### src/rtl/qpr_pkg.sv
package qpr_pkg;

  typedef enum logic [1:0] {
    MODE_QUAD_X2 = 2'd0,
    MODE_QUAD_X4 = 2'd1,
    MODE_UPDOWN  = 2'd2,
    MODE_HOLD    = 2'd3
  } cnt_mode_e;

  typedef enum logic [1:0] {
    EDGE_NONE = 2'd0,
    EDGE_RISE = 2'd1,
    EDGE_FALL = 2'd2,
    EDGE_ANY  = 2'd3
  } edge_sel_e;

  typedef struct packed {
    logic rise;
    logic fall;
    logic level;
  } edge_evt_t;

  function automatic logic edge_hit(input edge_sel_e sel, input logic rise, input logic fall);
    logic hit;
    case (sel)
      EDGE_RISE: hit = rise;
      EDGE_FALL: hit = fall;
      EDGE_ANY:  hit = rise | fall;
      default:   hit = 1'b0;
    endcase
    return hit;
  endfunction

endpackage

### src/rtl/qpr_sync_edge.sv
module qpr_sync_edge
  import qpr_pkg::*;
#(
  parameter int STAGES = 2
) (
  input  logic      clk,
  input  logic      rst,
  input  logic      din,
  output edge_evt_t evt
);

  logic [STAGES-1:0] chain_q;
  logic              prev_q;

  always_ff @(posedge clk) begin
    if (rst) begin
      chain_q <= '0;
      prev_q  <= 1'b0;
    end else begin
      chain_q <= {chain_q[STAGES-2:0], din};
      prev_q  <= chain_q[STAGES-1];
    end
  end

  always_comb begin
    evt.level = chain_q[STAGES-1];
    evt.rise  = chain_q[STAGES-1] & ~prev_q;
    evt.fall  = ~chain_q[STAGES-1] & prev_q;
  end

endmodule

### src/rtl/qpr_decode.sv
module qpr_decode
  import qpr_pkg::*;
(
  input  edge_evt_t a_evt,
  input  edge_evt_t b_evt,
  input  cnt_mode_e mode,
  input  edge_sel_e a_sel,
  input  edge_sel_e b_sel,
  output logic      inc,
  output logic      dec
);

  logic a_any, b_any;
  logic a_up, b_up;
  logic a_hit, b_hit;

  assign a_any = a_evt.rise | a_evt.fall;
  assign b_any = b_evt.rise | b_evt.fall;
  // after an A edge: levels differ means A moved first (forward)
  assign a_up  = a_evt.level ^ b_evt.level;
  // after a B edge: levels equal means B followed A (forward)
  assign b_up  = ~(a_evt.level ^ b_evt.level);
  assign a_hit = edge_hit(a_sel, a_evt.rise, a_evt.fall);
  assign b_hit = edge_hit(b_sel, b_evt.rise, b_evt.fall);

  always_comb begin
    inc = 1'b0;
    dec = 1'b0;
    case (mode)
      MODE_QUAD_X2: begin
        if (a_any && !b_any) begin
          inc = a_up;
          dec = ~a_up;
        end
      end
      MODE_QUAD_X4: begin
        if (a_any && !b_any) begin
          inc = a_up;
          dec = ~a_up;
        end else if (b_any && !a_any) begin
          inc = b_up;
          dec = ~b_up;
        end
      end
      MODE_UPDOWN: begin
        inc = a_hit & ~b_hit;
        dec = b_hit & ~a_hit;
      end
      default: begin
        inc = 1'b0;
        dec = 1'b0;
      end
    endcase
  end

endmodule

### src/rtl/qpr_pos_rev.sv
module qpr_pos_rev #(
  parameter int W = 16
) (
  input  logic         clk,
  input  logic         rst,
  input  logic         inc,
  input  logic         dec,
  input  logic         zero_hit,
  input  logic [W-1:0] pos_max,
  output logic [W-1:0] pos_q,
  output logic [W-1:0] rev_q,
  output logic [W-1:0] pos_nxt,
  output logic         pos_load
);

  localparam logic [W-1:0] ONE = {{(W-1){1'b0}}, 1'b1};

  logic [W-1:0] rev_nxt;
  logic         dir_q, dir_nxt;

  assign pos_load = zero_hit | inc | dec;

  always_comb begin
    pos_nxt = pos_q;
    rev_nxt = rev_q;
    dir_nxt = dir_q;
    if (zero_hit) begin
      pos_nxt = '0;
      rev_nxt = dir_q ? rev_q + ONE : rev_q - ONE;
    end else if (inc) begin
      dir_nxt = 1'b1;
      if (pos_q >= pos_max) begin
        pos_nxt = '0;
        rev_nxt = rev_q + ONE;
      end else begin
        pos_nxt = pos_q + ONE;
      end
    end else if (dec) begin
      dir_nxt = 1'b0;
      if (pos_q == '0) begin
        pos_nxt = pos_max;
        rev_nxt = rev_q - ONE;
      end else begin
        pos_nxt = pos_q - ONE;
      end
    end
  end

  always_ff @(posedge clk) begin
    if (rst) begin
      pos_q <= '0;
      rev_q <= '0;
      dir_q <= 1'b1;
    end else begin
      pos_q <= pos_nxt;
      rev_q <= rev_nxt;
      dir_q <= dir_nxt;
    end
  end

endmodule

### src/rtl/qpr_compare.sv
module qpr_compare #(
  parameter int W    = 16,
  parameter int NCMP = 2
) (
  input  logic              clk,
  input  logic              rst,
  input  logic              pos_load,
  input  logic [W-1:0]      pos_nxt,
  input  logic [NCMP*W-1:0] cmp_vals,
  input  logic [NCMP-1:0]   clr,
  output logic [NCMP-1:0]   flags_q,
  output logic              irq_q
);

  logic [NCMP-1:0] flags_d;

  for (genvar k = 0; k < NCMP; k++) begin : g_slot
    logic set_k;
    assign set_k      = pos_load && (pos_nxt == cmp_vals[k*W +: W]);
    assign flags_d[k] = set_k | (flags_q[k] & ~clr[k]);
  end

  always_ff @(posedge clk) begin
    if (rst) begin
      flags_q <= '0;
      irq_q   <= 1'b0;
    end else begin
      flags_q <= flags_d;
      irq_q   <= |flags_d;
    end
  end

endmodule

### src/rtl/enc_pos_rev_counter.sv
module enc_pos_rev_counter
  import qpr_pkg::*;
#(
  parameter int W           = 16,
  parameter int NCMP        = 2,
  parameter int SYNC_STAGES = 2
) (
  input  logic              clk,
  input  logic              rst,
  input  logic              enc_a,
  input  logic              enc_b,
  input  logic              enc_idx,
  input  logic [1:0]        count_mode,
  input  logic [1:0]        a_edge_sel,
  input  logic [1:0]        b_edge_sel,
  input  logic [1:0]        idx_edge_sel,
  input  logic [W-1:0]      pos_limit,
  input  logic [NCMP*W-1:0] cmp_val,
  input  logic [NCMP-1:0]   match_clr,
  output logic [W-1:0]      pos_count,
  output logic [W-1:0]      rev_count,
  output logic [NCMP-1:0]   match_flag,
  output logic              match_irq
);

  localparam int NIN = 3;

  logic [NIN-1:0] raw_in;
  edge_evt_t      evt [NIN];
  logic           cnt_inc, cnt_dec, idx_hit;
  logic [W-1:0]   pos_nxt;
  logic           pos_load;
  logic           unused_idx_level;

  assign raw_in = {enc_idx, enc_b, enc_a};

  for (genvar g = 0; g < NIN; g++) begin : g_in
    qpr_sync_edge #(.STAGES(SYNC_STAGES)) u_sync (
      .clk (clk),
      .rst (rst),
      .din (raw_in[g]),
      .evt (evt[g])
    );
  end

  assign idx_hit          = edge_hit(edge_sel_e'(idx_edge_sel), evt[2].rise, evt[2].fall);
  assign unused_idx_level = evt[2].level;

  qpr_decode u_decode (
    .a_evt (evt[0]),
    .b_evt (evt[1]),
    .mode  (cnt_mode_e'(count_mode)),
    .a_sel (edge_sel_e'(a_edge_sel)),
    .b_sel (edge_sel_e'(b_edge_sel)),
    .inc   (cnt_inc),
    .dec   (cnt_dec)
  );

  qpr_pos_rev #(.W(W)) u_cnt (
    .clk      (clk),
    .rst      (rst),
    .inc      (cnt_inc),
    .dec      (cnt_dec),
    .zero_hit (idx_hit),
    .pos_max  (pos_limit),
    .pos_q    (pos_count),
    .rev_q    (rev_count),
    .pos_nxt  (pos_nxt),
    .pos_load (pos_load)
  );

  qpr_compare #(.W(W), .NCMP(NCMP)) u_cmp (
    .clk      (clk),
    .rst      (rst),
    .pos_load (pos_load),
    .pos_nxt  (pos_nxt),
    .cmp_vals (cmp_val),
    .clr      (match_clr),
    .flags_q  (match_flag),
    .irq_q    (match_irq)
  );

endmodule

### config.mk
export PLATFORM = sky130hd
export DESIGN_NAME = enc_pos_rev_counter
export DESIGN_NICKNAME = d
export VERILOG_FILES = /design/src/rtl/qpr_pkg.sv /design/src/rtl/qpr_sync_edge.sv /design/src/rtl/qpr_decode.sv /design/src/rtl/qpr_pos_rev.sv /design/src/rtl/qpr_compare.sv /design/src/rtl/enc_pos_rev_counter.sv
export SDC_FILE = /design/constraint.sdc
export NUM_CORES = 1
export LEC_CHECK = 0
export BUFFER_PORTS_ARGS = -buffer_cell sky130_fd_sc_hd__buf_2
export CAP_MARGIN = 15
export CORE_MARGIN = 2
export CORE_UTILIZATION = 55
export DETAILED_ROUTE_END_ITERATION = 8
export GPL_ROUTABILITY_DRIVEN = 0
export PLACE_DENSITY = 0.82
export SLEW_MARGIN = 20
export SYNTH_ARGS = -nofsm -noshare
export SYNTH_HDL_FRONTEND = slang
export SYNTH_HIERARCHICAL = 1
export SYNTH_SLANG_ARGS = --single-unit
### constraint.sdc
create_clock -name clk -period 3.56 [get_ports clk]
set_input_delay 0.712 -clock clk [delete_from_list [all_inputs] [get_ports clk]]
set_output_delay 0.712 -clock clk [all_outputs]
set_load 0.05 [all_outputs]
# [Word-level counts from Yosys, hierarchy flattened]
# Index checks and enable logic that the tools add are counted.
[classes] add_sub_neg=4 multipliers=0 div=0 n_lt_le_gt_ge=1 n_eq_ne=14 n_shift=0 muxes=24 n_bitwise=30 reduce_logical=14
[ops] op="$mux 16" count=11
[ops] op="$add 16x1->16 const B" count=2
[ops] op="$eq 16x16->1" count=2
[ops] op="$sub 16x1->16 const B" count=2
[ops] op="$ge 16x16->1" count=1
[ops] op="$logic_not 16->1" count=1
[ops] op="$pmux 1 s3" count=5
[ops] op="$eq 2x2->1 const B" count=7
[ops] op="$not 1->1" count=12
[ops] op="$and 1x1->1" count=10
[ops] op="$eq 2x1->1 const B" count=4
[ops] op="$mux 1" count=8
[ops] op="$or 1x1->1" count=7
[ops] op="$reduce_bool 3->1" count=2
[ops] op="$logic_and 1x1->1" count=4
[ops] op="$ne 3x3->1 const B" count=1
[ops] op="$reduce_and 3->1" count=1
[ops] op="$logic_not 1->1" count=2
[ops] op="$logic_not 2->1" count=1
[ops] op="$reduce_and 2->1" count=1
[ops] op="$reduce_bool 2->1" count=1
[ops] op="$reduce_or 2->1" count=1
[ops] op="$xor 1x1->1" count=1
[totals] regBits=45 latch_bits=0 mem_bits_rw=0 mem_bits_ro=0 input_bits=63 output_inout_bits=35 memories=0

# [Logic depth before layout (Yosys ltp)]
[depth] ltp_word=15 mapped_depth=16 depth_no_buf=15

# [Hierarchy]
# The synthesis kept the hierarchy.
[by_module_without_submodules] module="qpr_pos_rev" instances=1 cells_per_inst=417 area_per_inst_um2=3051.7 seq_area_each_um2=660.6
[by_module_without_submodules] module="qpr_compare" instances=1 cells_per_inst=56 area_per_inst_um2=478.0 seq_area_each_um2=60.1
[by_module_without_submodules] module="qpr_sync_edge" instances=3 cells_per_inst=9 area_per_inst_um2=98.8 seq_area_each_um2=60.1
[by_module_without_submodules] module="qpr_decode" instances=1 cells_per_inst=15 area_per_inst_um2=111.4 seq_area_each_um2=0.0
[by_module_without_submodules] module="enc_pos_rev_counter" instances=1 cells_per_inst=1 area_per_inst_um2=8.8 seq_area_each_um2=0.0

# [Worst setup path before layout]
# Ideal clock, no wire load.
[synth_timing] kind="register to register" from="register u_cnt.pos_q[0]" to="register u_cmp.irq_q" setup_time_ns=0.122 arrival_time_ns=3.519 setup_slack_ns=-0.080 path_stages_with_launch=16 path_buffers=2 cell_sequence="dfxtp_1 -> clkbuf_1 -> inv_1 -> ha_1 -> nand2b_1 -> a2111o_1 -> a32oi_1 -> and2_1 -> clkbuf_1 -> nand2_1 -> o21ai_0 -> xor2_1 -> nor4_1 -> and3_1 -> a21boi_2 -> nand3_2"
[synth_via] elab_chain_cells=9 elab_cells_between_ends=16 cone_classes="2 x add/sub; 1 x order compare; 2 x eq/ne; 5 x mux; 2 x bitwise; 4 x reduce/logical"
[synth_rtl] element="from (decl)" line="qpr_pos_rev.sv:10" text="output logic [W-1:0] pos_q,"
[synth_rtl] element="from (signal assigned)" line="qpr_pos_rev.sv:55" text="pos_q <= pos_nxt;"
[synth_rtl] element="$sub 16x1->16 / $logic_not 16->1 (equally long branches)" line="qpr_pos_rev.sv:44, qpr_pos_rev.sv:40"
[synth_rtl] element="$mux 16" line="qpr_pos_rev.sv:40" text="if (pos_q == '0) begin"
[synth_rtl] element="$mux 16" line="qpr_pos_rev.sv:38" text="end else if (dec) begin"
[synth_rtl] element="$mux 16 (*)" line="qpr_pos_rev.sv:30" text="end else if (inc) begin"
[synth_rtl] element="$mux 16 (*)" line="qpr_pos_rev.sv:27" text="if (zero_hit) begin"
[synth_rtl] element="named net pos_nxt[15]" line="enc_pos_rev_counter.sv:31" text="logic [W-1:0] pos_nxt;"
[synth_rtl] element="$eq 16x16->1" line="qpr_compare.sv:19" text="assign set_k = pos_load && (pos_nxt == cmp_vals[k*W +: W]);"
[synth_rtl] element="$logic_and 1x1->1" line="qpr_compare.sv:19"
[synth_rtl] element="$or 1x1->1" line="qpr_compare.sv:20" text="assign flags_d[k] = set_k | (flags_q[k] & ~clr[k]);"
[synth_rtl] element="$reduce_or 2->1 (*)" line="qpr_compare.sv:29" text="irq_q <= |flags_d;"
[synth_rtl] element="to (signal assigned)" line="qpr_compare.sv:29"
[synth_rtl] element="to (decl)" line="qpr_compare.sv:12" text="output logic irq_q"
# Mark *: on every way through the listed nets, which the timed path passes. The rest lies on a longest branch.
# A chain may end at the register's enable or synchronous reset.

==> flow_summary.ini <==
[global_route]
grt_use_total_pct = 33.28
grt_max_degree = 31
grt_pass1_vias = 4318
antenna_found_initial = 0
gr-total-overflow = 0
grt_pass1_wl_um = 20650

[clock_network]
htreeDepth = 2
clk_latency_ns = 0.31
root_buffer = clkbuf_8
cts_buffers = 5
path_clk_slew_ns = 0.09
cts.sinks = 45
tritoncts = done
cts_setup_buffers = 0
cts_buffer_depth = 2

[setup_path]
cpPeakStageDelay_ns = 0.43
crit_type = register to register
crit_chain = nor2b_2, nor2_1, o21ai_0, o311ai_1, nor3b_1, o211ai_1, a21oi_2, and2_2, nand2_1, o21ai_0, xor2_1, nor4_1, and3_1, a21boi_2, inv_1
crit_fanout = 6
endpoint_kind = register
start_kind = register
cp_common_cell = o21ai_0
crit_required_ns = 3.81
critPathArrivalTime_ns = 3.74
cpMaxStageDelayCell = o311ai_1

[die]
rows = 30
die_h_um = 88.63
core_area_um2 = 6869
initial_utilization_pct = 57.34
die_area_um2 = 7854
io_pins = 98
die_w_um = 88.63

[route]
routed_wl_um = 13300
top_layer = met4
wl_met3_um = 1401
m1WireLength_um = 4950
wl_met2_um = 6289
firstDrtPassIters = 7
route.vias.total = 4683
ant_nets = 0
avgViaCountPerCell = 6.424
drtIter0Drc = 770
wire_per_inst_um = 18.24
drc = 0

[final_layout]
area_delta_synth_final_pct = 24.11
drive_gt1_share_pct = 27.80
n_antenna_cell = 0
fin_util_pct = 71.17
post-route-cell-area_um2 = 4888
finalNetCount = 716

[power_and_ir_drop]
power.density_nw_per_um2 = 497.5
p_leak_nw = 2.199
vdd_drop_max_uv = 419.0

[run_status]
status = completed

[timing]
fmax_mhz = 287.2
period_share_pct = 97.79
hold_viol_final = 0
slew_viol_final = 0
period_needed_ns = 3.481
skew_ns = 0.003597
setup-violations-final = 0
relSlewSlack_pct = 56.41
final.setup.worst_slack_ns = 0.07858
worst_pin_slew_ns = 0.6539

[synthesis]
netlist_area_um2 = 3939
synth_warnings = 6
synth_fp_nets = 599
syn_inst = 515
avgSynthCellArea_um2 = 7.648

[worst_hold_path]
hold_class = register to register

[job]
drv_cap = 0

[placement]
dp_hpwl_um = 9918
port_buffers = 97
pre_cts_ws_ns = -0.1177
dpl_cell_area_um2 = 4736
==> layout make-up <==
| class | instances | area [um2] |
|---|---|---|
| Tap cell | 96 | 120.1 |
| Inverter | 29 | 108.9 |
| Timing Repair Buffer | 142 | 823.3 |
| Sequential cell | 45 | 903.4 |
| Clock buffer | 5 | 68.82 |
| Fill cell | 544 | 1981 |
| Multi-Input combinational cell | 409 | 2814 |
| Clock inverter | 3 | 50.05 |
==> registers in the layout, indices dropped and copies added, names as in the netlist <==
name	flops
g_in.u_sync/chain_q	6
g_in.u_sync/prev_q	3
u_cmp/flags_q	2
u_cmp/irq_q	1
u_cnt/dir_q	1
u_cnt/pos_q	16
u_cnt/rev_q	16
==> worst paths after layout <==
path | start | to | slack (ns) | depth (start not counted)
setup / recovery | g_in[1].u_sync/chain_q[1] | u_cmp/flags_q[0] | 0.08 | 15
hold / removal | g_in[2].u_sync/chain_q[0] | g_in[2].u_sync/chain_q[1] | 0.46 | 1
setup reg to reg | g_in[1].u_sync/chain_q[1] | u_cmp/flags_q[0] | 0.08 | 15
hold reg to reg | g_in[2].u_sync/chain_q[0] | g_in[2].u_sync/chain_q[1] | 0.46 | 1
==> layout by cell type (no fill, tap or decap), types with 4 or more instances in the layout <==
master / count
ha_1: 21
dfxtp_1: 43
a211oi_1: 6
nor2_1: 38
o31ai_1: 7
buf_4: 45
clkbuf_8: 5
or4_1: 7
nor4_1: 9
nand3_1: 21
nand4_1: 21
nor2b_1: 31
xnor2_1: 36
nand2b_1: 9
nor3_1: 10
xor2_1: 16
a21oi_1: 25
nand2_1: 34
o22ai_1: 9
or3_1: 6
o21ai_0: 22
buf_2: 97
inv_1: 29
a31o_2: 5
o32ai_1: 6
mux2i_1: 4
==> critical path, delay by kind of cell (launching register included) <==
family | cells | cell delay, ns
buf+inv | 1 | 0.07
simple gates | 7 | 1.66
compound gates | 6 | 1.19
xor+xnor | 1 | 0.13
flops | 1 | 0.36
==> metrics by stage <==
stage	hold WS (ns)	instances	setup TNS (ns)	power, mW
2_1_floorplan	0.4138	515	0	1.570
3_3_place_gp	0.4165	721	0	1.919
3_5_place_dp	0.4421	721	-0.3238	1.959
4_1_cts	0.4625	729	0	2.379
5_1_grt	0.4648	729	-0.01259	2.554
6_report	0.4554	729	0	2.432
==> routing by layer <==
layer / global-route usage, % / up-vias
li1: - / 2112
met5: 0 / -
met2: 54.88 / 334
met4: 16.53 / 0
met1: 41.12 / 2155
met3: 6.903 / 82
==> report_power, final <==
part / internal, mW / switching, mW
clock: 0.215 / 0.198
sequential: 0.557 / 0.0752
combinational: 0.531 / 0.854
total: 1.30 / 1.13
==> what timing repair did <==
action	in CTS	in global routing
resized for setup	0	9
endpoints found under the hold margin	0	0
endpoints found under the setup margin	0	3
hold buffers	0	0
No activity file was read; power rests on OpenSTA's default activity.
